===== src/rtl/secded_pkg.sv =====
package secded_pkg;

    localparam int unsigned SYN_W    = 7;
    localparam int unsigned CHK_W    = SYN_W + 1;
    localparam int unsigned INFO_MAX = (1 << SYN_W) - 1 - SYN_W;

    function automatic bit is_pow2(int unsigned v);
        return (v != 0) && ((v & (v - 1)) == 0);
    endfunction

    // Hamming position of information bit idx
    function automatic int unsigned slot_of(int unsigned idx);
        int unsigned p;
        p = 3;
        for (int unsigned k = 0; k < idx; k++) begin
            p++;
            if (is_pow2(p)) p++;
        end
        return p;
    endfunction

    // Shared parity matrix: XOR of positions of all set information bits
    function automatic logic [SYN_W-1:0] ham_bits(logic [INFO_MAX-1:0] info);
        logic [SYN_W-1:0] acc;
        int unsigned p;
        acc = '0;
        p   = 3;
        for (int unsigned i = 0; i < INFO_MAX; i++) begin
            if (info[i]) acc ^= SYN_W'(p);
            p++;
            if (is_pow2(p)) p++;
        end
        return acc;
    endfunction

endpackage


===== src/rtl/secded_enc.sv =====
module secded_enc
    import secded_pkg::*;
#(
    parameter int unsigned DW = 64,
    parameter int unsigned AW = 20
) (
    input  logic [DW-1:0]    data,
    input  logic [AW-1:0]    addr,
    output logic [CHK_W-1:0] chk
);
    localparam int unsigned AAW = AW - 4;

    logic [INFO_MAX-1:0] info;
    logic [SYN_W-1:0]    ham;

    always_comb begin
        info             = '0;
        info[DW-1:0]     = data;
        info[DW +: AAW]  = addr[AW-1:4];
        ham              = ham_bits(info);
        chk              = {(^info) ^ (^ham), ham};
    end

endmodule


===== src/rtl/secded_dec.sv =====
module secded_dec
    import secded_pkg::*;
#(
    parameter int unsigned DW = 64,
    parameter int unsigned AW = 20
) (
    input  logic             en,
    input  logic [DW-1:0]    data,
    input  logic [AW-1:0]    addr,
    input  logic [CHK_W-1:0] chk,
    output logic [DW-1:0]    fixed,
    output logic             single,
    output logic             uncorr,
    output logic [CHK_W-1:0] syndrome
);
    localparam int unsigned AAW = AW - 4;

    logic [INFO_MAX-1:0] info;
    logic [SYN_W-1:0]    syn;
    logic                par;
    logic [DW-1:0]       hit;

    always_comb begin
        info            = '0;
        info[DW-1:0]    = data;
        info[DW +: AAW] = addr[AW-1:4];
        syn             = ham_bits(info) ^ chk[SYN_W-1:0];
        par             = (^info) ^ (^chk);
    end

    // One comparator per data bit against its fixed Hamming position
    for (genvar i = 0; i < DW; i++) begin : g_hit
        localparam logic [SYN_W-1:0] SLOT = SYN_W'(slot_of(i));
        assign hit[i] = (syn == SLOT);
    end

    always_comb begin
        fixed    = data;
        single   = 1'b0;
        uncorr   = 1'b0;
        syndrome = '0;
        if (en) begin
            syndrome = {par, syn};
            if (syn == '0) begin
                single = par;
            end else if (!par) begin
                uncorr = 1'b1;
            end else if (|hit) begin
                single = 1'b1;
                fixed  = data ^ hit;
            end else if ($onehot(syn)) begin
                single = 1'b1;
            end else begin
                uncorr = 1'b1;
            end
        end
    end

    always_comb begin
        AST_FLAGS_EXCLUSIVE: assert (!(single && uncorr)) else $error("both flags set");
    end

endmodule


===== src/rtl/secded_ostage.sv =====
module secded_ostage #(
    parameter int unsigned W       = 74,
    parameter bit          REG_OUT = 1'b1
) (
    input  logic         clk,
    input  logic         rst_n,
    input  logic [W-1:0] d,
    output logic [W-1:0] q
);
    if (REG_OUT) begin : g_reg
        always_ff @(posedge clk or negedge rst_n) begin
            if (!rst_n) q <= '0;
            else        q <= d;
        end
    end else begin : g_wire
        assign q = d;
    end

endmodule


===== src/rtl/secded_codec.sv =====
module secded_codec
    import secded_pkg::*;
#(
    parameter int unsigned DW      = 64,
    parameter int unsigned AW      = 20,
    parameter bit          REG_OUT = 1'b1
) (
    input  logic             clk,
    input  logic             rst_n,
    input  logic             ecc_en,
    input  logic [DW-1:0]    wr_data,
    input  logic [AW-1:0]    wr_addr,
    output logic [CHK_W-1:0] wr_chk,
    input  logic [DW-1:0]    rd_data,
    input  logic [AW-1:0]    rd_addr,
    input  logic [CHK_W-1:0] rd_chk,
    output logic [DW-1:0]    rd_fixed,
    output logic             rd_single,
    output logic             rd_uncorr,
    output logic [CHK_W-1:0] rd_syndrome
);
    localparam int unsigned AAW   = AW - 4;
    localparam int unsigned OUT_W = DW + 2 + CHK_W;

    if (DW + AAW > INFO_MAX) begin : g_bad_size
        $error("data plus address bits exceed the code capacity");
    end

    logic [DW-1:0]    dec_fixed;
    logic             dec_single;
    logic             dec_uncorr;
    logic [CHK_W-1:0] dec_syn;

    secded_enc #(.DW(DW), .AW(AW)) u_enc (
        .data (wr_data),
        .addr (wr_addr),
        .chk  (wr_chk)
    );

    secded_dec #(.DW(DW), .AW(AW)) u_dec (
        .en       (ecc_en),
        .data     (rd_data),
        .addr     (rd_addr),
        .chk      (rd_chk),
        .fixed    (dec_fixed),
        .single   (dec_single),
        .uncorr   (dec_uncorr),
        .syndrome (dec_syn)
    );

    secded_ostage #(.W(OUT_W), .REG_OUT(REG_OUT)) u_out (
        .clk   (clk),
        .rst_n (rst_n),
        .d     ({dec_fixed, dec_single, dec_uncorr, dec_syn}),
        .q     ({rd_fixed, rd_single, rd_uncorr, rd_syndrome})
    );

    AST_ONE_FLAG: assert property (@(posedge clk) disable iff (!rst_n)
        !(rd_single && rd_uncorr)) else $error("single and uncorrectable together");

    if (REG_OUT) begin : g_chk
        AST_BYPASS_RAW: assert property (@(posedge clk) disable iff (!rst_n)
            ($past(rst_n) && !$past(ecc_en)) |->
            (rd_fixed == $past(rd_data) && !rd_single && !rd_uncorr && rd_syndrome == '0))
            else $error("bypass altered data or flags");

        AST_CLEAN_WORD: assert property (@(posedge clk) disable iff (!rst_n)
            ($past(rst_n) && $past(ecc_en) && $past(rd_data == wr_data) &&
             $past(rd_addr[AW-1:4] == wr_addr[AW-1:4]) && $past(rd_chk == wr_chk)) |->
            (rd_syndrome == '0 && !rd_single && !rd_uncorr && rd_fixed == $past(rd_data)))
            else $error("consistent word flagged");

        AST_SINGLE_FIX: assert property (@(posedge clk) disable iff (!rst_n)
            ($past(rst_n) && $past(ecc_en) && $past(rd_addr == wr_addr) &&
             $past(rd_chk == wr_chk) && $past($countones(rd_data ^ wr_data) == 1)) |->
            (rd_single && !rd_uncorr && rd_fixed == $past(wr_data)))
            else $error("single data error not corrected");

        AST_DOUBLE_DATA: assert property (@(posedge clk) disable iff (!rst_n)
            ($past(rst_n) && $past(ecc_en) && $past(rd_addr == wr_addr) &&
             $past(rd_chk == wr_chk) && $past($countones(rd_data ^ wr_data) == 2)) |->
            (rd_uncorr && !rd_single))
            else $error("double data error not flagged");

        AST_ADDR_FAULT: assert property (@(posedge clk) disable iff (!rst_n)
            ($past(rst_n) && $past(ecc_en) && $past(rd_data == wr_data) &&
             $past(rd_chk == wr_chk) &&
             ($past($countones(rd_addr[AW-1:4] ^ wr_addr[AW-1:4]) == 1) ||
              $past($countones(rd_addr[AW-1:4] ^ wr_addr[AW-1:4]) == 2))) |->
            rd_uncorr)
            else $error("address fault not flagged");
    end

endmodule


===== config.mk =====
export PLATFORM = sky130hd
export DESIGN_NAME = secded_codec
export DESIGN_NICKNAME = d
export VERILOG_FILES = /design/src/rtl/secded_pkg.sv /design/src/rtl/secded_enc.sv /design/src/rtl/secded_dec.sv /design/src/rtl/secded_ostage.sv /design/src/rtl/secded_codec.sv
export SDC_FILE = /design/constraint.sdc
export NUM_CORES = 1
export LEC_CHECK = 0
export BUFFER_PORTS_ARGS = -buffer_cell sky130_fd_sc_hd__buf_2
export CAP_MARGIN = 15
export CORE_MARGIN = 5
export CORE_UTILIZATION = 45
export DETAILED_ROUTE_END_ITERATION = 12
export PLACE_DENSITY = 0.81
export REMOVE_ABC_BUFFERS = 1
export SYNTH_ARGS = -nofsm -noshare
export SYNTH_HDL_FRONTEND = slang
export SYNTH_SLANG_ARGS = --single-unit

===== constraint.sdc =====
create_clock -name clk -period 2.5 [get_ports clk]
set_input_delay 0.125 -clock clk [delete_from_list [all_inputs] [get_ports clk]]
set_output_delay 0.125 -clock clk [all_outputs]
set_load 0.005 [all_outputs]

Yosys cells after proc, flatten, opt, wreduce, memory -nomap -nowiden --
Index checks and enable logic that the tools add are counted.
Storage, ports and cells: logic and storage cells 415, input bits 179, flip-flop bits (word level) 74, output and inout port bits 82
Cells by class: equal/unequal tests 65, reduce and logical (&&, ||, !) cells 6, muxes and demuxes 175, bitwise gates (word level) 162, add/sub/neg operators 6
Operators with widths (count):
- 2-to-1 mux 6 bit | 62
- 2-to-1 mux 7 bit | 46
- 2-to-1 mux 64 bit | 4
- XOR reduction 120 bit | 2
- == test 7 x 6 -> 1 bit (second input constant) | 31
- inverter 4 bit | 44
- inverter 3 bit | 58
- 2-to-1 mux 5 bit | 30
- == test 7 x 5 -> 1 bit (second input constant) | 15
- inverter 5 bit | 16
- inverter 2 bit | 36
- OR reduction 64 bit | 1
- XOR 64 bit | 1
- 2-to-1 mux 4 bit | 14
- == test 7 x 4 -> 1 bit (second input constant) | 7
- == test 7 bit (second input constant) | 7
- == test 7 x 3 -> 1 bit (second input constant) | 3
- 2-to-1 mux 3 bit | 6
- inverter 6 bit | 2
- 2-to-1 mux 1 bit | 10
- 2-to-1 mux 8 bit | 1
- XOR reduction 8 bit | 1
- == test 7 x 2 -> 1 bit (second input constant) | 1
- logical NOT 7 bit | 1
- other kinds (10) | 15

Depth between registers and ports, before layout --
Gate-level depths: netlist of run 1.
depth after elaboration 169, gate-level depth with buffers 20

Modules after synthesis --
From an unflattened synthesis of run 1, not the netlist that was laid out.
Second synthesis, totals: cell total of the unflattened synthesis 612, area total of the unflattened synthesis 6998.0 sq um
Modules (own cells, without submodules):
- secded_dec | cells each 393, area an instance 3399.5 sq um, sequential area each 0.0 sq um, times used 1
- secded_ostage | cells each 74, area an instance 1851.8 sq um, sequential area each 1851.8 sq um, times used 1
- secded_enc | cells each 145, area an instance 1746.7 sq um, sequential area each 0.0 sq um, times used 1

Least setup slack after synthesis of run 1 --
No wires, ideal clock.
path type in2reg, from input rd_data[55], to register u_out.q[8], setup time 0.065 ns, data arrival time 4.512 ns, setup slack -2.077 ns, cell stages on the path 19, data required time 2.435 ns, path through xnor2_1 -> xnor3_1 -> xnor3_1 -> xnor2_1 -> xor2_1 -> ha_1 -> inv_1 -> ha_1 -> inv_1 -> fa_1 -> inv_1 -> ha_1 -> a21o_1 -> fa_1 -> o32ai_1 -> nor3_1 -> nand4_1 -> nor4_2 -> o211a_1
On the way: longest elaborated chain between the ends 48, elaborated cells on any way between the ends 129
Ends and longest elaborated chain:
- start, declared | line secded_codec.sv:14 | input logic [DW-1:0] rd_data,
- 2-to-1 mux 6 bit | line secded_pkg.sv:29 | if (info[i]) acc ^= SYN_W'(p);
- inverter 6 bit (no source line)
- 2-to-1 mux 6 bit | line secded_pkg.sv:29
- 2-to-1 mux 7 bit | line secded_pkg.sv:29
- inverter 2 bit (no source line) or 2-to-1 mux 7 bit (tied branches)
- 2-to-1 mux 7 bit | line secded_pkg.sv:29
- inverter 3 bit (no source line) or inverter 2 bit (tied branches)
- 2-to-1 mux 7 bit | line secded_pkg.sv:29
- [33 not listed]
- adder 3 bit (not written as such) | line secded_dec.sv:51 | end else if ($onehot(syn)) begin
- == test 3 x 1 -> 1 bit | line secded_dec.sv:51
- 2-to-1 mux 1 bit | line secded_dec.sv:51
- 2-to-1 mux 1 bit | line secded_dec.sv:48 | end else if (|hit) begin
- 2-to-1 mux 1 bit | line secded_dec.sv:46 | end else if (!par) begin
- 2-to-1 mux 1 bit (*) | line secded_dec.sv:44 | if (syn == '0) begin
- 2-to-1 mux 1 bit (*) | line secded_dec.sv:42 | if (en) begin
- via dec_uncorr | line secded_codec.sv:31 | logic dec_uncorr;
- end signal, assigned | line secded_ostage.sv:12 | if (!rst_n) q <= '0;
- end signal, assigned | line secded_ostage.sv:13 | else q <= d;
- end, declared | line secded_ostage.sv:8 | output logic [W-1:0] q
The timed path passes the listed nets; every way through them passes the cells marked *.

Worst setup path after layout of run 1 --
from input rd_data[38], to register u_out.q[8]
On the way: longest elaborated chain between the ends 74, elaborated cells on any way between the ends 161
Ends and longest elaborated chain (line):
- 2-to-1 mux 6 bit | secded_pkg.sv:29
- inverter 4 bit (no source line)
- 2-to-1 mux 6 bit | secded_pkg.sv:29
- inverter 5 bit (no source line)
- 2-to-1 mux 6 bit (5 in a row) | secded_pkg.sv:29
- inverter 3 bit (no source line)
- 2-to-1 mux 6 bit | secded_pkg.sv:29
- inverter 4 bit (no source line)
- [55 not listed]
- adder 3 bit (not written as such) | secded_dec.sv:51
- == test 3 x 1 -> 1 bit | secded_dec.sv:51
- 2-to-1 mux 1 bit | secded_dec.sv:51
- 2-to-1 mux 1 bit | secded_dec.sv:48
- 2-to-1 mux 1 bit | secded_dec.sv:46
- 2-to-1 mux 1 bit (*) | secded_dec.sv:44
- 2-to-1 mux 1 bit (*) | secded_dec.sv:42
- via dec_uncorr | secded_codec.sv:31
Marked as above.

==> impl_metrics.py, run 1 <==
metrics = {
    "synthesis": {
        "synth_top_area_share_pct": 35.1,
        "synth-edff-count": 0,
        "synth_area_leaders": "xnor2_1, dfrtp_1, xor2_1",
        "dominantRegCellSynth": "dfrtp_1",
        "async_flop_share_pct": 100,
        "ys_ff_latch": 74,
        "yosys_warnings": 0,
        "yosys.area.top_type": "xnor2_1",
        "synth-seq-area-share_pct": 26.9,
        "syn_inst": 677,
        "synth_area_sq_um": 6890,
        "syn_avg_cell_area_sq_um": 10.2,
        "yosys.cell_types.count": 58,
    },
    "drt": {
        "viasPerCell": 5.23,
        "drtAntennaViolNets": 0,
        "vias": 6925,
        "drt_wl_total_mm": 27.5,
        "drt-initial-drc-count": 459,
        "firstDrtPassIters": 7,
        "drc": 0,
        "wl_per_cell_um": 20.8,
    },
    "final_layout": {
        "largest_reg_flops": 74,
        "regMostFlops": "u_out.q",
        "layout_common_cells": "buf_2, xnor2_1, buf_4",
        "stdcell_area_sq_um": 11000,
        "layout-drive-gt1-share_pct": 51.1,
        "reg_top3": "u_out.q: 74 flops",
        "final_nets": 1316,
        "final_util_pct": 72.8,
        "area_growth_pct": 59.3,
        "layout_commonest_cell": "buf_2",
    },
    "timing": {
        "worst_hold_slack_ps": -3.06,
        "relSlewSlack_pct": 43.6,
        "finalSetupViolations": 67,
        "tightestPinTransition_ps": 846,
        "slew_violations": 0,
        "setup_slack_ps": -1950,
        "hold_violations": 1,
        "grt_setup_unrepaired": "true",
        "fin_crit_sh_pct": 178,
        "fmax_ghz": 0.225,
        "fin_crit_ps": 4450,
    },
    "job": {
        "max_cap_violations": 0,
    },
    "placed_design": {
        "post_dp_cell_area_sq_um": 9740,
        "place_congestion": 0.953,
        "port_buffers": 252,
        "dpl.hpwl_mm": 20.1,
    },
    "cts": {
        "path_clk_slew_ps": 70,
        "cts_tree": "done",
        "cts_made_buffers": 9,
        "htree_num_levels": 3,
        "cts_root_buffer": "clkbuf_16",
        "cts_buffer_depth": 2,
        "cts_sinks": 74,
    },
    "floorplanning": {
        "die_h_um": 134,
        "die-area_sq_um": 17900,
        "ioPinCount": 261,
        "std_cell_rows": 45,
        "start_util_pct": 45.7,
        "die_x_um": 134,
        "coreArea_sq_um": 15100,
    },
    "worst_setup_path": {
        "worst_ep_required_time_ps": 2780,
        "setup.worst_path.start": "rd_data[38]",
        "worstSetupPathType": "in2reg",
        "cp_slowest_cell": "fa_1",
        "arrival_ps": 4730,
        "cp-start-kind": "primary input",
        "cp_common_cell": "xnor2_1",
        "cpPeakStageDelay_ps": 520,
        "crit_family": "adder cells",
        "crit_chain": "buf_2, xnor2_1, xnor2_1, xnor2_1, buf_4, xnor2_1, xnor3_1, ha_1, inv_2, ha_4, inv_2, fa_1, inv_2, ha_4, a21o_1, fa_1, o32ai_2, nor3_1, nand4_1, nor4_4, o211a_1",
        "cp-end-kind": "flip-flop",
        "cp_max_fo": 3,
        "path_buf_inv": 5,
    },
    "power": {
        "design_power_total_mw": 21.2,
        "p_leak_nw": 5.26,
        "power_density_nw_per_um2": 1930,
        "max-vdd-ir-drop_v": 0.00170,
    },
    "status": {
        "status": "complete, but fails checks",
        "violations": "negative hold slack, negative setup slack",
    },
    "global_route": {
        "grt.overflow.total": 0,
        "grtUsageTotal_pct": 27.6,
        "grt_pass1_vias": 7035,
        "antenna_found_initial": 1,
        "grt_pass1_wl_mm": 38.1,
        "grt_start_max_net_pins": 42,
    },
    "worst_hold_path": {
        "hp-start": "rd_data[41]",
        "hold_path_class": "in2reg",
    },
}
-- stage by stage --
step                TNS [ps]  cells  worst slack (ps)
floorplan             -17340    659             -2080
global placement      -60180   1286             -2360
detailed placement    -64050   1286             -2450
CTS                   -29800   1314             -1920
global route          -52340   1325             -2130
finish                -48120   1325             -1950
-- Yosys cell counts (2+ instances only) --
cell type    n
xnor2_1    276
fa_1         2
o21ai_1      2
o211ai_1     3
inv_1       15
and2_1       6
xor2_1      79
nand3_1      2
mux2i_1      3
and3_1       8
nor3_1       7
nand2_1     46
ha_1         4
o22ai_1      2
nand4_1      4
a211oi_1     2
clkbuf_1     9
nand2b_1     6
xnor2_2      3
xor3_1       3
nor2_1      40
a31oi_1      2
buf_4        2
xnor3_1     26
dfrtp_1     74
a22oi_1      2
buf_2        6
a21oi_1      5
nor2b_1      9
-- power breakdown --
group | switching [mW] | leakage, nW | internal [mW]
clock | 0.585 | 0.131 | 0.690
sequential | 0.0527 | 0.875 | 1.40
combinational | 9.38 | 4.25 | 9.07
total | 10.0 | 5.26 | 11.2
-- cells by family (layout without fill, tap and decap cells) --
family,count (synthesis),after routing,share of synthesized area (%)
muxes,3,3,0.436
and+or+nand+nor,141,144,10.2
adders and majority gates,6,6,1.31
buffers and inverters,34,490,2.18
xor gates and xnor gates,388,388,55.7
DFF,74,74,26.9
other,0,1,0
AOI/OAI and AO/OA,31,31,3.30
-- final timing paths --
path | depth (start not counted) | end | slack (ps)
hold / removal | 2 | u_out.q[51]$_DFF_PN0_ | -3
max in group asynchronous | 3 | u_out.q[72]$_DFF_PN0_ | 1360
setup / recovery | 21 | u_out.q[8]$_DFF_PN0_ | -1950
min in group asynchronous | 2 | u_out.q[0]$_DFF_PN0_ | 440
-- layer usage --
metal | track usage [%] | share of wire [%] | up-vias
li1 | - | - | 3057
met1 | 30.0 | 34 | 3275
met2 | 50.2 | 50 | 460
met3 | 5.70 | 8.2 | 133
met4 | 15.2 | 7.0 | 0
met5 | 0 | 0 | -
-- area by class of cell --
class                           instances  area [sq um]
Antenna cell                            1          2.50
Clock buffer                            9           225
Clock inverter                          7          60.1
Multi-Input combinational cell        572          5590
Inverter                               16          60.1
Fill cell                             991          4110
Sequential cell                        74          1850
Tap cell                              188           235
Timing Repair Buffer                  458          2960
-- timing repair --
action                     4_1_cts  5_1_grt
hold endpoints to repair        34        0
gates resized for setup         85       67
pin swaps                       40       20
hold buffers                     2        0
setup endpoints to repair       68       68
gates cloned                     2        1
setup buffers                    8        9
Power figures use the tool's default switching activity.
==> run 2: changes to the inputs <==
==> constraint.sdc (replaced) <==
create_clock -name clk -period 2.5 [get_ports clk]
set_input_delay 0.125 -clock clk [delete_from_list [all_inputs] [get_ports clk]]
set_output_delay 0.125 -clock clk [all_outputs]
set_load 0.05 [all_outputs]
==> impl_metrics.py, run 2 (synthesized netlist as in run 1, its figures left out) <==
metrics = {
    "drt": {
        "viasPerCell": 5.20,
        "drtAntennaViolNets": 0,
        "firstDrtPassIters": 5,
        "drt_wl_total_mm": 28.8,
        "drt-initial-drc-count": 582,
        "wl_per_cell_um": 21.7,
        "vias": 6909,
        "drc": 0,
    },
    "placed_design": {
        "post_dp_cell_area_sq_um": 9740,
        "dpl.hpwl_mm": 19.8,
        "port_buffers": 252,
        "place_congestion": 0.950,
        "pre_cts_slack_ps": -2420,
    },
    "floorplanning": {
        "start_util_pct": 45.7,
        "die_h_um": 134,
        "die_x_um": 134,
        "coreArea_sq_um": 15100,
        "die-area_sq_um": 17900,
        "std_cell_rows": 45,
        "ioPinCount": 261,
    },
    "cts": {
        "cts_tree": "done",
        "cts_made_buffers": 9,
        "path_clk_slew_ps": 70,
        "cts_root_buffer": "clkbuf_16",
        "cts_sinks": 74,
        "htree_num_levels": 3,
        "cts_buffer_depth": 2,
    },
    "worst_hold_path": {
        "hold_path_class": "in2reg",
        "holdPathStages": 2,
        "hp-start": "rd_data[41]",
    },
    "worst_setup_path": {
        "cp_max_fo": 2,
        "cp-end-kind": "flip-flop",
        "setup.worst_path.start": "rd_data[39]",
        "arrival_ps": 4640,
        "worstSetupPathType": "in2reg",
        "worst_ep_required_time_ps": 2720,
        "cp-start-kind": "primary input",
    },
    "final_layout": {
        "layout-drive-gt1-share_pct": 55.4,
        "layout_common_cells": "buf_2, xnor2_1, buf_4",
        "final_nets": 1320,
        "n_fill_cell": 910,
        "largest_reg_flops": 74,
        "stdcell_area_sq_um": 11400,
        "layout_commonest_cell": "buf_2",
        "regMostFlops": "u_out.q",
        "antenna_cells": 0,
        "reg_top3": "u_out.q: 74 flops",
        "area_growth_pct": 65.1,
    },
    "global_route": {
        "grt_start_max_net_pins": 41,
        "grtUsageTotal_pct": 27.7,
        "grt_pass1_vias": 7230,
        "grt_pass1_wl_mm": 38.2,
        "antenna_found_initial": 0,
        "grt.overflow.total": 0,
    },
    "timing": {
        "worst_hold_slack_ps": 6.74,
        "finalSetupViolations": 67,
        "grt_setup_unrepaired": "true",
        "hold_violations": 0,
        "setup_slack_ps": -1910,
        "fin_crit_ps": 4410,
        "tightestPinTransition_ps": 943,
        "relSlewSlack_pct": 37.1,
        "slew_violations": 0,
        "fmax_ghz": 0.227,
        "fin_crit_sh_pct": 176,
    },
    "status": {
        "violations": "negative setup slack",
        "status": "complete, but fails checks",
    },
    "job": {
        "max_cap_violations": 0,
    },
}
[run 2: path summary, 6_finish.rpt]
| kind | endpoint | slack (ps) |
|---|---|---|
| worst max-delay path | u_out.q[9]$_DFF_PN0_ | -1910 |
| min in group asynchronous | u_out.q[33]$_DFF_PN0_ | 470 |
| worst min-delay path | u_out.q[51]$_DFF_PN0_ | 7 |
| max in group asynchronous | u_out.q[61]$_DFF_PN0_ | 1330 |
[run 2: routing by layer]
metal  up-vias  part of all wire, %  global-route usage, %
li1       3063                    -                      -
met1      3272                   34                   29.7
met2       445                   51                   50.2
met3       129                  8.2                   4.95
met4         0                  7.4                   17.8
met5         -                    0                      0
[run 2: worst max-delay path, stage by stage]
cell	delay, ps
buf_2	160
xnor2_2	240
xor3_1	410
xnor3_1	410
xnor2_1	150
xor2_1	190
ha_1	300
inv_2	40
ha_4	250
inv_2	30
fa_1	510
inv_2	50
ha_4	210
a21o_1	190
fa_1	520
o32ai_2	90
nor3_1	140
nand4_1	130
nor4_2	360
a21boi_1	130
[run 2: final cells by class]
class                           instances  area (sq um)  share of cell area, %
Inverter                               16          67.6                  0.594
Clock inverter                          7          60.1                  0.528
Multi-Input combinational cell        572          5900                   51.9
Timing Repair Buffer                  462          3040                   26.7
Tap cell                              188           235                   2.07
Clock buffer                            9           225                   1.98
Sequential cell                        74          1850                   16.3
[run 2: metrics by stage]
stage / std cells / util [%] / TNS (ps)
2_1_floorplan: 659 / - / -17800
3_5_place_dp: 1287 / 64.5 / -61020
6_report: 1328 / 75.4 / -43950
5_1_grt: 1328 / 75.4 / -47780
4_1_cts: 1313 / 71.1 / -24330
3_3_place_gp: 1287 / 64.5 / -60410
[run 2: repair_timing]
item,4_1_cts,5_1_grt
gates resized for setup,127,107
endpoints found under the setup margin,67,68
endpoints found under the hold margin,39,0
buffers inserted,8,19
pin swaps,44,37
hold buffers,1,0
cloned,3,0
Power of run 2 is not shown: default switching activity piles up to over one toggle a cycle in this logic, so the estimate is an artifact.
